`config.mk`:
```
export PLATFORM = sky130hd
export DESIGN_NAME = xlate_top
export DESIGN_NICKNAME = d
export VERILOG_FILES = /design/src/rtl/xlate_pkg.sv /design/src/rtl/xlate_tlb.sv /design/src/rtl/xlate_ctrl.sv /design/src/rtl/xlate_dp.sv /design/src/rtl/xlate_top.sv
export SDC_FILE = /design/constraint.sdc
export NUM_CORES = 1
export LEC_CHECK = 0
export ABC_AREA = 0
export ABC_CLOCK_PERIOD_IN_PS = 3500
export BUFFER_PORTS_ARGS = -buffer_cell sky130_fd_sc_hd__buf_2
export CAP_MARGIN = 20
export CORE_UTILIZATION = 60
export DETAILED_ROUTE_END_ITERATION = 7
export GPL_TIMING_DRIVEN = 1
export PLACE_DENSITY = 0.82
export SETUP_SLACK_MARGIN = 0.02
export SYNTH_ARGS = -nofsm -noshare
export SYNTH_HDL_FRONTEND = slang
export SYNTH_SLANG_ARGS = --single-unit
```
`constraint.sdc`:
```
create_clock -name clk -period 3.5 [get_ports clk]
set_clock_uncertainty 0.05 [all_clocks]
set_input_delay 0.35 -clock clk [delete_from_list [all_inputs] [get_ports clk]]
set_output_delay 0.35 -clock clk [all_outputs]
set_load 0.1 [all_outputs]
```
`src/rtl/xlate_pkg.sv`:
```
package xlate_pkg;
  localparam int VA_W    = 32;
  localparam int OFF_W   = 12;
  localparam int IDX_W   = 10;
  localparam int FRAME_W = VA_W - OFF_W;
  localparam int BIT_P   = 0;
  localparam int BIT_A   = 5;
  localparam int BIT_D   = 6;

  typedef enum logic [2:0] {
    ST_IDLE, ST_LOOKUP, ST_L1RD, ST_L1CHK, ST_L2RD, ST_L2CHK, ST_L2WR, ST_DONE
  } walkState_t;

  typedef struct packed {
    logic latchReq;
    logic latchL1;
    logic latchPte;
    logic useL2Addr;
    logic tlbFill;
    logic setHitPa;
    logic setWalkPa;
    logic setFault;
  } walkCtl_t;
endpackage

```
`src/rtl/xlate_tlb.sv`:
```
module xlate_tlb #(
  parameter int ENTRIES = 8,
  parameter int TAG_W   = 20,
  parameter int FRAME_W = 20
) (
  input  logic               clk,
  input  logic               rstN,
  input  logic               flush,
  input  logic [TAG_W-1:0]   lookTag,
  output logic               hit,
  output logic               hitDirty,
  output logic [FRAME_W-1:0] hitFrame,
  input  logic               fill,
  input  logic [FRAME_W-1:0] fillFrame,
  input  logic               fillDirty
);
  localparam int SLOT_W = (ENTRIES > 1) ? $clog2(ENTRIES) : 1;

  logic               validQ [ENTRIES];
  logic [TAG_W-1:0]   tagQ   [ENTRIES];
  logic [FRAME_W-1:0] frameQ [ENTRIES];
  logic               dirtyQ [ENTRIES];
  logic [ENTRIES-1:0] matchVec;
  logic [SLOT_W-1:0]  matchIdx;
  logic [SLOT_W-1:0]  ptrQ;
  logic [SLOT_W-1:0]  fillSlot;

  for (genvar e = 0; e < ENTRIES; e++) begin : g_ent
    assign matchVec[e] = validQ[e] && (tagQ[e] == lookTag);

    always_ff @(posedge clk or negedge rstN) begin
      if (!rstN) begin
        validQ[e] <= 1'b0;
        tagQ[e]   <= '0;
        frameQ[e] <= '0;
        dirtyQ[e] <= 1'b0;
      end else if (flush) begin
        validQ[e] <= 1'b0;
      end else if (fill && fillSlot == SLOT_W'(e)) begin
        validQ[e] <= 1'b1;
        tagQ[e]   <= lookTag;
        frameQ[e] <= fillFrame;
        dirtyQ[e] <= fillDirty;
      end
    end
  end

  always_comb begin
    hitFrame = '0;
    hitDirty = 1'b0;
    matchIdx = '0;
    for (int i = 0; i < ENTRIES; i++) begin
      if (matchVec[i]) begin
        hitFrame = hitFrame | frameQ[i];
        hitDirty = hitDirty | dirtyQ[i];
        matchIdx = SLOT_W'(i);
      end
    end
  end

  assign hit      = |matchVec;
  assign fillSlot = hit ? matchIdx : ptrQ;

  always_ff @(posedge clk or negedge rstN) begin
    if (!rstN) begin
      ptrQ <= '0;
    end else if (fill && !flush && !hit) begin
      ptrQ <= (ptrQ == SLOT_W'(ENTRIES - 1)) ? '0 : ptrQ + 1'b1;
    end
  end
endmodule

```
`src/rtl/xlate_ctrl.sv`:
```
module xlate_ctrl
  import xlate_pkg::*;
(
  input  logic     clk,
  input  logic     rstN,
  input  logic     reqValid,
  input  logic     tlbHit,
  input  logic     tlbDirty,
  input  logic     wrQ,
  input  logic     rdPresent,
  output logic     reqReady,
  output logic     memRdEn,
  output logic     memWrEn,
  output logic     rspValid,
  output walkCtl_t ctl
);
  walkState_t stateQ, stateD;

  always_ff @(posedge clk or negedge rstN) begin
    if (!rstN) stateQ <= ST_IDLE;
    else       stateQ <= stateD;
  end

  always_comb begin
    stateD   = stateQ;
    ctl      = '0;
    reqReady = 1'b0;
    memRdEn  = 1'b0;
    memWrEn  = 1'b0;
    rspValid = 1'b0;
    unique case (stateQ)
      ST_IDLE: begin
        reqReady = 1'b1;
        if (reqValid) begin
          ctl.latchReq = 1'b1;
          stateD       = ST_LOOKUP;
        end
      end
      ST_LOOKUP: begin
        if (tlbHit && (!wrQ || tlbDirty)) begin
          ctl.setHitPa = 1'b1;
          stateD       = ST_DONE;
        end else begin
          stateD = ST_L1RD;
        end
      end
      ST_L1RD: begin
        memRdEn = 1'b1;
        stateD  = ST_L1CHK;
      end
      ST_L1CHK: begin
        if (rdPresent) begin
          ctl.latchL1 = 1'b1;
          stateD      = ST_L2RD;
        end else begin
          ctl.setFault = 1'b1;
          stateD       = ST_DONE;
        end
      end
      ST_L2RD: begin
        memRdEn       = 1'b1;
        ctl.useL2Addr = 1'b1;
        stateD        = ST_L2CHK;
      end
      ST_L2CHK: begin
        ctl.useL2Addr = 1'b1;
        if (rdPresent) begin
          ctl.latchPte = 1'b1;
          stateD       = ST_L2WR;
        end else begin
          ctl.setFault = 1'b1;
          stateD       = ST_DONE;
        end
      end
      ST_L2WR: begin
        memWrEn       = 1'b1;
        ctl.useL2Addr = 1'b1;
        ctl.tlbFill   = 1'b1;
        ctl.setWalkPa = 1'b1;
        stateD        = ST_DONE;
      end
      ST_DONE: begin
        rspValid = 1'b1;
        stateD   = ST_IDLE;
      end
      default: stateD = ST_IDLE;
    endcase
  end
endmodule

```
`src/rtl/xlate_dp.sv`:
```
module xlate_dp
  import xlate_pkg::*;
#(
  parameter int TLB_ENTRIES = 8
) (
  input  logic               clk,
  input  logic               rstN,
  input  logic               flush,
  input  walkCtl_t           ctl,
  input  logic [VA_W-1:0]    reqVa,
  input  logic               reqWrite,
  input  logic [FRAME_W-1:0] tableFrame,
  input  logic [VA_W-1:0]    memRdata,
  output logic [VA_W-1:0]    memAddr,
  output logic [VA_W-1:0]    memWdata,
  output logic [VA_W-1:0]    rspPa,
  output logic               rspFault,
  output logic               tlbHit,
  output logic               tlbDirty,
  output logic               wrQ
);
  logic [VA_W-1:0]    vaQ;
  logic [FRAME_W-1:0] l1FrameQ;
  logic [VA_W-1:0]    pteQ;
  logic [VA_W-1:0]    paQ;
  logic               faultQ;
  logic [FRAME_W-1:0] tlbFrame;

  logic [IDX_W-1:0]   rootIdx;
  logic [IDX_W-1:0]   leafIdx;
  logic [OFF_W-1:0]   pageOff;

  assign rootIdx = vaQ[VA_W-1 -: IDX_W];
  assign leafIdx = vaQ[OFF_W +: IDX_W];
  assign pageOff = vaQ[OFF_W-1:0];

  always_ff @(posedge clk or negedge rstN) begin
    if (!rstN) begin
      vaQ      <= '0;
      wrQ      <= 1'b0;
      l1FrameQ <= '0;
      pteQ     <= '0;
      paQ      <= '0;
      faultQ   <= 1'b0;
    end else begin
      if (ctl.latchReq) begin
        vaQ    <= reqVa;
        wrQ    <= reqWrite;
        paQ    <= '0;
        faultQ <= 1'b0;
      end
      if (ctl.latchL1)   l1FrameQ <= memRdata[VA_W-1:OFF_W];
      if (ctl.latchPte)  pteQ     <= memRdata;
      if (ctl.setHitPa)  paQ      <= {tlbFrame, pageOff};
      if (ctl.setWalkPa) paQ      <= {pteQ[VA_W-1:OFF_W], pageOff};
      if (ctl.setFault) begin
        faultQ <= 1'b1;
        paQ    <= '0;
      end
    end
  end

  always_comb begin
    if (ctl.useL2Addr) memAddr = {l1FrameQ, leafIdx, 2'b00};
    else               memAddr = {tableFrame, rootIdx, 2'b00};
  end

  always_comb begin
    memWdata        = pteQ;
    memWdata[BIT_A] = 1'b1;
    memWdata[BIT_D] = pteQ[BIT_D] | wrQ;
  end

  assign rspPa    = paQ;
  assign rspFault = faultQ;

  xlate_tlb #(
    .ENTRIES (TLB_ENTRIES),
    .TAG_W   (FRAME_W),
    .FRAME_W (FRAME_W)
  ) u_tlb (
    .clk       (clk),
    .rstN      (rstN),
    .flush     (flush),
    .lookTag   (vaQ[VA_W-1:OFF_W]),
    .hit       (tlbHit),
    .hitDirty  (tlbDirty),
    .hitFrame  (tlbFrame),
    .fill      (ctl.tlbFill),
    .fillFrame (pteQ[VA_W-1:OFF_W]),
    .fillDirty (pteQ[BIT_D] | wrQ)
  );
endmodule

```
`src/rtl/xlate_top.sv`:
```
module xlate_top
  import xlate_pkg::*;
#(
  parameter int TLB_ENTRIES = 8
) (
  input  logic               clk,
  input  logic               rstN,
  input  logic               flush,
  input  logic               reqValid,
  output logic               reqReady,
  input  logic [VA_W-1:0]    reqVa,
  input  logic               reqWrite,
  input  logic [FRAME_W-1:0] tableFrame,
  output logic               memRdEn,
  output logic               memWrEn,
  output logic [VA_W-1:0]    memAddr,
  output logic [VA_W-1:0]    memWdata,
  input  logic [VA_W-1:0]    memRdata,
  output logic               rspValid,
  output logic [VA_W-1:0]    rspPa,
  output logic               rspFault
);
  walkCtl_t ctl;
  logic     tlbHit;
  logic     tlbDirty;
  logic     wrQ;

  xlate_ctrl u_ctrl (
    .clk       (clk),
    .rstN      (rstN),
    .reqValid  (reqValid),
    .tlbHit    (tlbHit),
    .tlbDirty  (tlbDirty),
    .wrQ       (wrQ),
    .rdPresent (memRdata[BIT_P]),
    .reqReady  (reqReady),
    .memRdEn   (memRdEn),
    .memWrEn   (memWrEn),
    .rspValid  (rspValid),
    .ctl       (ctl)
  );

  xlate_dp #(.TLB_ENTRIES(TLB_ENTRIES)) u_dp (
    .clk        (clk),
    .rstN       (rstN),
    .flush      (flush),
    .ctl        (ctl),
    .reqVa      (reqVa),
    .reqWrite   (reqWrite),
    .tableFrame (tableFrame),
    .memRdata   (memRdata),
    .memAddr    (memAddr),
    .memWdata   (memWdata),
    .rspPa      (rspPa),
    .rspFault   (rspFault),
    .tlbHit     (tlbHit),
    .tlbDirty   (tlbDirty),
    .wrQ        (wrQ)
  );
endmodule

```
==> impl_metrics.toml, run 1 <==
[floorplanning]
initial_core_util_pct = 60.9
chipHeight_um = 192
dieArea_mm2 = 0.0369
coreArea_mm2 = 0.0356
io_pins = 190
num_rows = 69
dieWidth_um = 192

[timing]
slew_violations = 0
finalCritPeriodShare_pct = 98.0
slew-limit-headroom_pct = 38.5
worstMarginPinSlew_ns = 0.919
fmax_ghz = 0.292
report.final.hold_viol_count = 0
fin_crit_ns = 3.43
finalWorstSetupSlack_ns = 0.0696
tns_ns = 0
setup_viol_count_final = 0

[global_routing]
grt_pass1_vias = 15500
grt_max_degree = 81
grt.overflow.total = 0
antenna_found_initial = 0
grt_pass1_wl_um = 87100
grt_usage_pct = 31.0

[cells_and_area]
fin_area_mm2 = 0.0260
n_fill_cell = 2235
drive_gt1_share_pct = 38.2
post-route-util_pct = 73.2
area_growth_pct = 20.2
fin_nets = 1969

[pwr]
power_uw = 27200
ir_worst_vdd_v = 0.00134
leakagePower_uw = 0.0125
power_density_mw_per_mm2 = 1040

[synthesis]
async_reset_ff_share_pct = 100
syn_area_per_cell_um2 = 13.3
synth_top_area_cell = "dfrtp_1"
yosysSeqAreaShare_pct = 53.0
ys_ff_latch = 459
synth_edf_count = 0
syn_inst = 1631
syn_area_mm2 = 0.0217
synthTopCellsByArea = "dfrtp_1 (53%), mux2_2 (13%), mux2_1 (8.1%)"
synth_top_area_share_pct = 53.0
synth-main-ff-cell = "dfrtp_1"
ys_types = 64
ys_warn_count = 0

[hold_path]
hold_class = "input port to flip-flop"

[clock_tree]
root_buffer = "clkbuf_16"
htree_num_levels = 2
clk_pin_slew_ns = 0.06
clockBufferDepth = 3
clock_latency_ns = 0.57
cts_buffers = 47
cts_tree = "built"
cts.sinks = 459

[setup_path]
endpoint_kind = "flip-flop"
critical_path_peak_fanout = 18
cp_data_arrival_time_ns = 3.82
critPathLaunchType = "flip-flop"
required_ns = 3.89
worstSetupPathType = "flip-flop to flip-flop"

[placement]
dp_hpwl_um = 35000
dpl_cell_area_mm2 = 0.0236
gp_congestion = 0.946
portBuffers = 185
post-place-ws_ns = -0.0919

[drt]
avgViaCountPerCell = 6.21
drc = 0
first_pass_iters = 6
dr_total_vias = 14700
drt-total-wl_um = 57400
ant_nets = 0
drt-wirelength-per-cell_um = 24.2
drtIter0Drc = 1136

[flow_run]
drv_cap = 0

[outcome]
status = "completed"
-- Yosys cell counts (9+ instances only) --
master	count
dfrtp_1	459
mux2_2	246
mux2_1	156
xnor2_1	110
clkbuf_1	63
buf_4	51
xor2_1	48
a22o_1	41
a221oi_1	40
mux2_4	39
buf_2	34
o21ai_0	34
nand2_1	33
nand4_1	33
buf_1	26
nor4_1	24
nand3_1	22
a21boi_0	21
a221o_1	20
inv_1	16
nand2b_1	13
nor2_1	13
and4_1	9
-- critical path, stage by stage (launching register included) --
cell,delay [ns]
dfrtp_2,0.49
buf_4,0.20
xnor2_2,0.23
nand4bb_1,0.18
nor4_2,0.33
nand4_1,0.22
a21o_1,0.21
a21oi_1,0.25
o21ai_4,0.13
buf_4,0.17
nor3_4,0.15
buf_12,0.15
buf_12,0.17
mux2_1,0.34
-- power by group --
| part | internal, uW | leakage [uW] | switching, uW |
|---|---|---|---|
| clock | 3020 | 0.000777 | 2090 |
| sequential | 7470 | 0.00605 | 1910 |
| combinational | 4540 | 0.00567 | 8190 |
| total | 15000 | 0.0125 | 12200 |
-- sequential cells by signal, indices dropped and copies added (netlist names) --
signal,flops
u_ctrl.stateQ,3
u_dp.l1FrameQ,20
u_dp.pteQ,31
u_dp.rspFault,1
u_dp.rspPa,32
u_dp.u_tlb.dirtyQ,8
u_dp.u_tlb.frameQ,160
u_dp.u_tlb.ptrQ,3
u_dp.u_tlb.tagQ,160
u_dp.u_tlb.validQ,8
u_dp.vaQ,32
u_dp.wrQ,1
-- final timing paths --
check                              from                   end  slack [ns]  cells past startpoint
setup reg to reg           u_dp.vaQ[24]  u_dp.u_tlb.tagQ[111]        0.07                     13
min in group asynchronous          rstN          u_dp.vaQ[15]        0.34                      2
setup / recovery           u_dp.vaQ[24]  u_dp.u_tlb.tagQ[111]        0.07                     13
max in group asynchronous          rstN        u_dp.rspPa[31]        2.01                      4
hold / removal             memRdata[25]         u_dp.pteQ[25]        0.01                      2
hold reg to reg            u_dp.pteQ[0]          u_dp.pteQ[0]        0.42                      1
-- layer usage --
layer,global-route usage (%),up-vias,share of wire (%)
met2,52.5,549,50
li1,-,6321,-
met5,0,-,0
met3,4.37,151,5.7
met4,12.7,0,3.8
met1,40.1,7713,40
-- stage by stage --
step | hold slack, ns | cells
after CTS | 0.000393 | 2360
after floorplan | 0.00441 | 1632
after global placement | 0.345 | 2218
after detailed placement | 0.360 | 2218
after global routing | 0.0223 | 2371
final | 0.0134 | 2372
-- repair_timing --
item,in CTS,in global routing
setup endpoints to repair,272,359
pin swaps,2,7
hold buffers,59,1
resized for setup,15,30
cloned,0,2
hold endpoints to repair,145,1
buffers inserted,2,8
-- cell families (layout without fill, tap and decap cells) --
family,count (synthesis),in the layout,share of synthesized area [%]
multiplexers,443,443,23.7
AO/OA/AOI/OAI,179,179,6.60
XOR/XNOR,158,158,6.39
other,2,4,0.0347
adder cells (fa/ha/maj),2,2,0.116
AND/OR/NAND/NOR,194,194,5.56
flip-flops,459,459,53.0
buffers and inverters,194,472,4.58
-- cells in the final DEF, fill, tap and decap left out, types with 30 or more instances in the layout --
master | netlist | routed
a22o_1 | 41 | 41
nand2_1 | 33 | 30
o21ai_0 | 34 | 33
xor2_1 | 48 | 48
nand4_1 | 33 | 33
buf_12 | 0 | 31
buf_2 | 34 | 184
mux2_2 | 246 | 246
dfrtp_1 | 459 | 453
xnor2_1 | 110 | 101
mux2_1 | 156 | 156
clkbuf_16 | 0 | 49
buf_4 | 51 | 93
mux2_4 | 39 | 39
dlygate4sd3_1 | 0 | 60
a221oi_1 | 40 | 40
-- final cells by class --
type / instances / area (um^2) / area share [%]
antenna: 1 / 2.50 / 0.00961
clock buffer: 70 / 1420 / 5.46
clock inverter: 11 / 138 / 0.529
inverter: 16 / 60.1 / 0.231
multi-input combinational: 979 / 9400 / 36.1
sequential: 459 / 11500 / 44.1
tap: 461 / 577 / 2.21
timing repair buffer: 375 / 2950 / 11.3
Power figures use the tool's default switching activity.
==> inputs of run 2 (changes only) <==
Settings changed: PLACE_DENSITY 0.82 to 0.78.
==> run 2 against run 1 <==
Effect of this change: utilization up 0.36 points; first-iteration DRC count shrank 22%; global-route usage is 1.1 points lower; highest routed layer unchanged; worst hold slack improved by 0.020 ns; largest power group unchanged.
==> impl_metrics.toml, run 2 (synthesized netlist as in run 1, its figures left out) <==
[floorplanning]
dieArea_mm2 = 0.0369
coreArea_mm2 = 0.0356
dieWidth_um = 192
initial_core_util_pct = 60.9
num_rows = 69
chipHeight_um = 192
io_pins = 190

[cells_and_area]
area_growth_pct = 20.8
largestRegisters = "u_dp.u_tlb.frameQ: 160 flops, u_dp.u_tlb.tagQ: 160 flops"
n_fill_cell = 2279
seqCellArea_mm2 = 0.0115
fin_nets = 1973
multiInputGateArea_mm2 = 0.00944
layout_common_cells = "dfrtp_1 (449), mux2_2 (246), buf_2 (185), mux2_1 (156), xnor2_1 (97)"
final_cell_count_no_fill = 2379
final_common_cell = "dfrtp_1"
drive_gt1_share_pct = 38.4

[timing]
timing.hold.ws_ns = 0.0334
slew-limit-headroom_pct = 41.5
fin_crit_ns = 3.44
report.final.hold_viol_count = 0
setup_viol_count_final = 0
slew_violations = 0
finalCritPeriodShare_pct = 98.3
rsz0062_at_grt = "yes"
fmax_ghz = 0.291
worstMarginPinSlew_ns = 0.877

[setup_path]
worstSetupPathType = "flip-flop to flip-flop"
critPathLaunchType = "flip-flop"
critPathMaxStageDelay_ns = 0.52
crit_top_cell = "buf_12"
crit_chain = "buf_12 > xnor2_1 > nand4_1 > nor4_1 > buf_4 > and3_1 > nor2_1 > a2111o_1 > a21oi_2 > nand2b_2 > buf_12 > mux2_1"
required_ns = 3.89
critPathTopFamily = "simple AND/OR/NAND/NOR gates"
cp_data_arrival_time_ns = 3.83
slowest_stage = "dfrtp_2"
endpoint_kind = "flip-flop"
critical_path_peak_fanout = 42
worst-path-buf-inv = 3

[global_routing]
grt_pass1_wl_um = 84700
grt.overflow.total = 0
grt_max_degree = 100
grt_pass1_vias = 15000
grt_usage_pct = 29.9
antenna_found_initial = 1

[clock_tree]
htree_num_levels = 2
cts_buffers = 48
clk_pin_slew_ns = 0.06
cts_tree = "built"
clock_latency_ns = 0.57
root_buffer = "clkbuf_16"
cts.sinks = 459
clockBufferDepth = 3

[drt]
drt-total-wl_um = 55100
drtIter0Drc = 888
avgViaCountPerCell = 6.07
ant_nets = 0
first_pass_iters = 7
drc = 0
dr_total_vias = 14400
drt-wirelength-per-cell_um = 23.2

[flow_run]
drv_cap = 0

[outcome]
status = "completed"

[pwr]
leakagePower_uw = 0.0125
ir_worst_vdd_v = 0.000953
power_density_mw_per_mm2 = 1040
power_uw = 27100

[placement]
dp_hpwl_um = 34200
portBuffers = 185
placed_cells = 2215
gp_congestion = 0.912

[hold_path]
hold_class = "input port to flip-flop"
[run 2: cell types whose count changed in the layout (fill, tap and decap cells not counted), moves of 3 or more]
cell / delta
and4_1: +3
buf_4: -9
buf_6: +5
clkbuf_1: +3
clkbuf_8: -5
dfrtp_1: -4
dfrtp_2: +4
dlygate4sd3_1: +3
xnor2_1: -4
[run 2: final cells by class]
cell class	count	share of cell area, %
inverters	16	0.230
clock buffers	69	5.31
clock inverters	16	0.727
repair buffers	377	11.5
diodes	1	0.00956
well taps	461	2.20
multi-input cells	980	36.1
flip-flops and latches	459	43.9
[run 2: path summary, 6_finish.rpt]
| path | start | endpoint | slack (ns) | cells past startpoint |
|---|---|---|---|---|
| setup / recovery | u_dp.vaQ[20] | u_dp.u_tlb.tagQ[156] | 0.06 | 12 |
| hold / removal | memRdata[24] | u_dp.l1FrameQ[12] | 0.03 | 2 |
| setup reg to reg | u_dp.vaQ[20] | u_dp.u_tlb.tagQ[156] | 0.06 | 12 |
| hold reg to reg | u_dp.pteQ[0] | u_dp.pteQ[0] | 0.42 | 1 |
| max in group asynchronous | rstN | u_dp.u_tlb.frameQ[67] | 2.09 | 3 |
| min in group asynchronous | rstN | u_dp.vaQ[24] | 0.37 | 2 |
[run 2: where the power goes]
| part | switching (uW) | total, uW | internal (uW) |
|---|---|---|---|
| Combinational | 8120 | 12700 | 4610 |
| Sequential | 1850 | 9330 | 7470 |
| Clock | 2090 | 5080 | 2990 |
[run 2: routing by layer]
metal	share of wire, %	track usage [%]	up-vias
li1	-	-	6338
met1	42	40.7	7571
met2	50	50.5	444
met3	5.2	3.93	95
met4	2.3	8.27	0
met5	0	0	-
[run 2: repair_timing]
item	4_1_cts	5_1_grt
gates resized for setup	17	35
hold buffers	63	0
setup buffers	3	8
endpoints found under the setup margin	356	355
hold endpoints to repair	171	0
pin swaps	2	16
cloned	0	4
[run 2: through the flow]
stage | cell area, um^2 | setup slack [ns] | TNS (ns) | utilization, %
2_1_floorplan | 21700 | 0.254 | 0 | -
3_3_place_gp | 23600 | -0.0790 | -1.93 | 66.2
3_5_place_dp | 23600 | -0.0908 | -2.99 | 66.2
4_1_cts | 25900 | 0.0389 | 0 | 72.7
5_1_grt | 26200 | -0.0339 | -0.902 | 73.6
6_report | 26200 | 0.0592 | 0 | 73.6
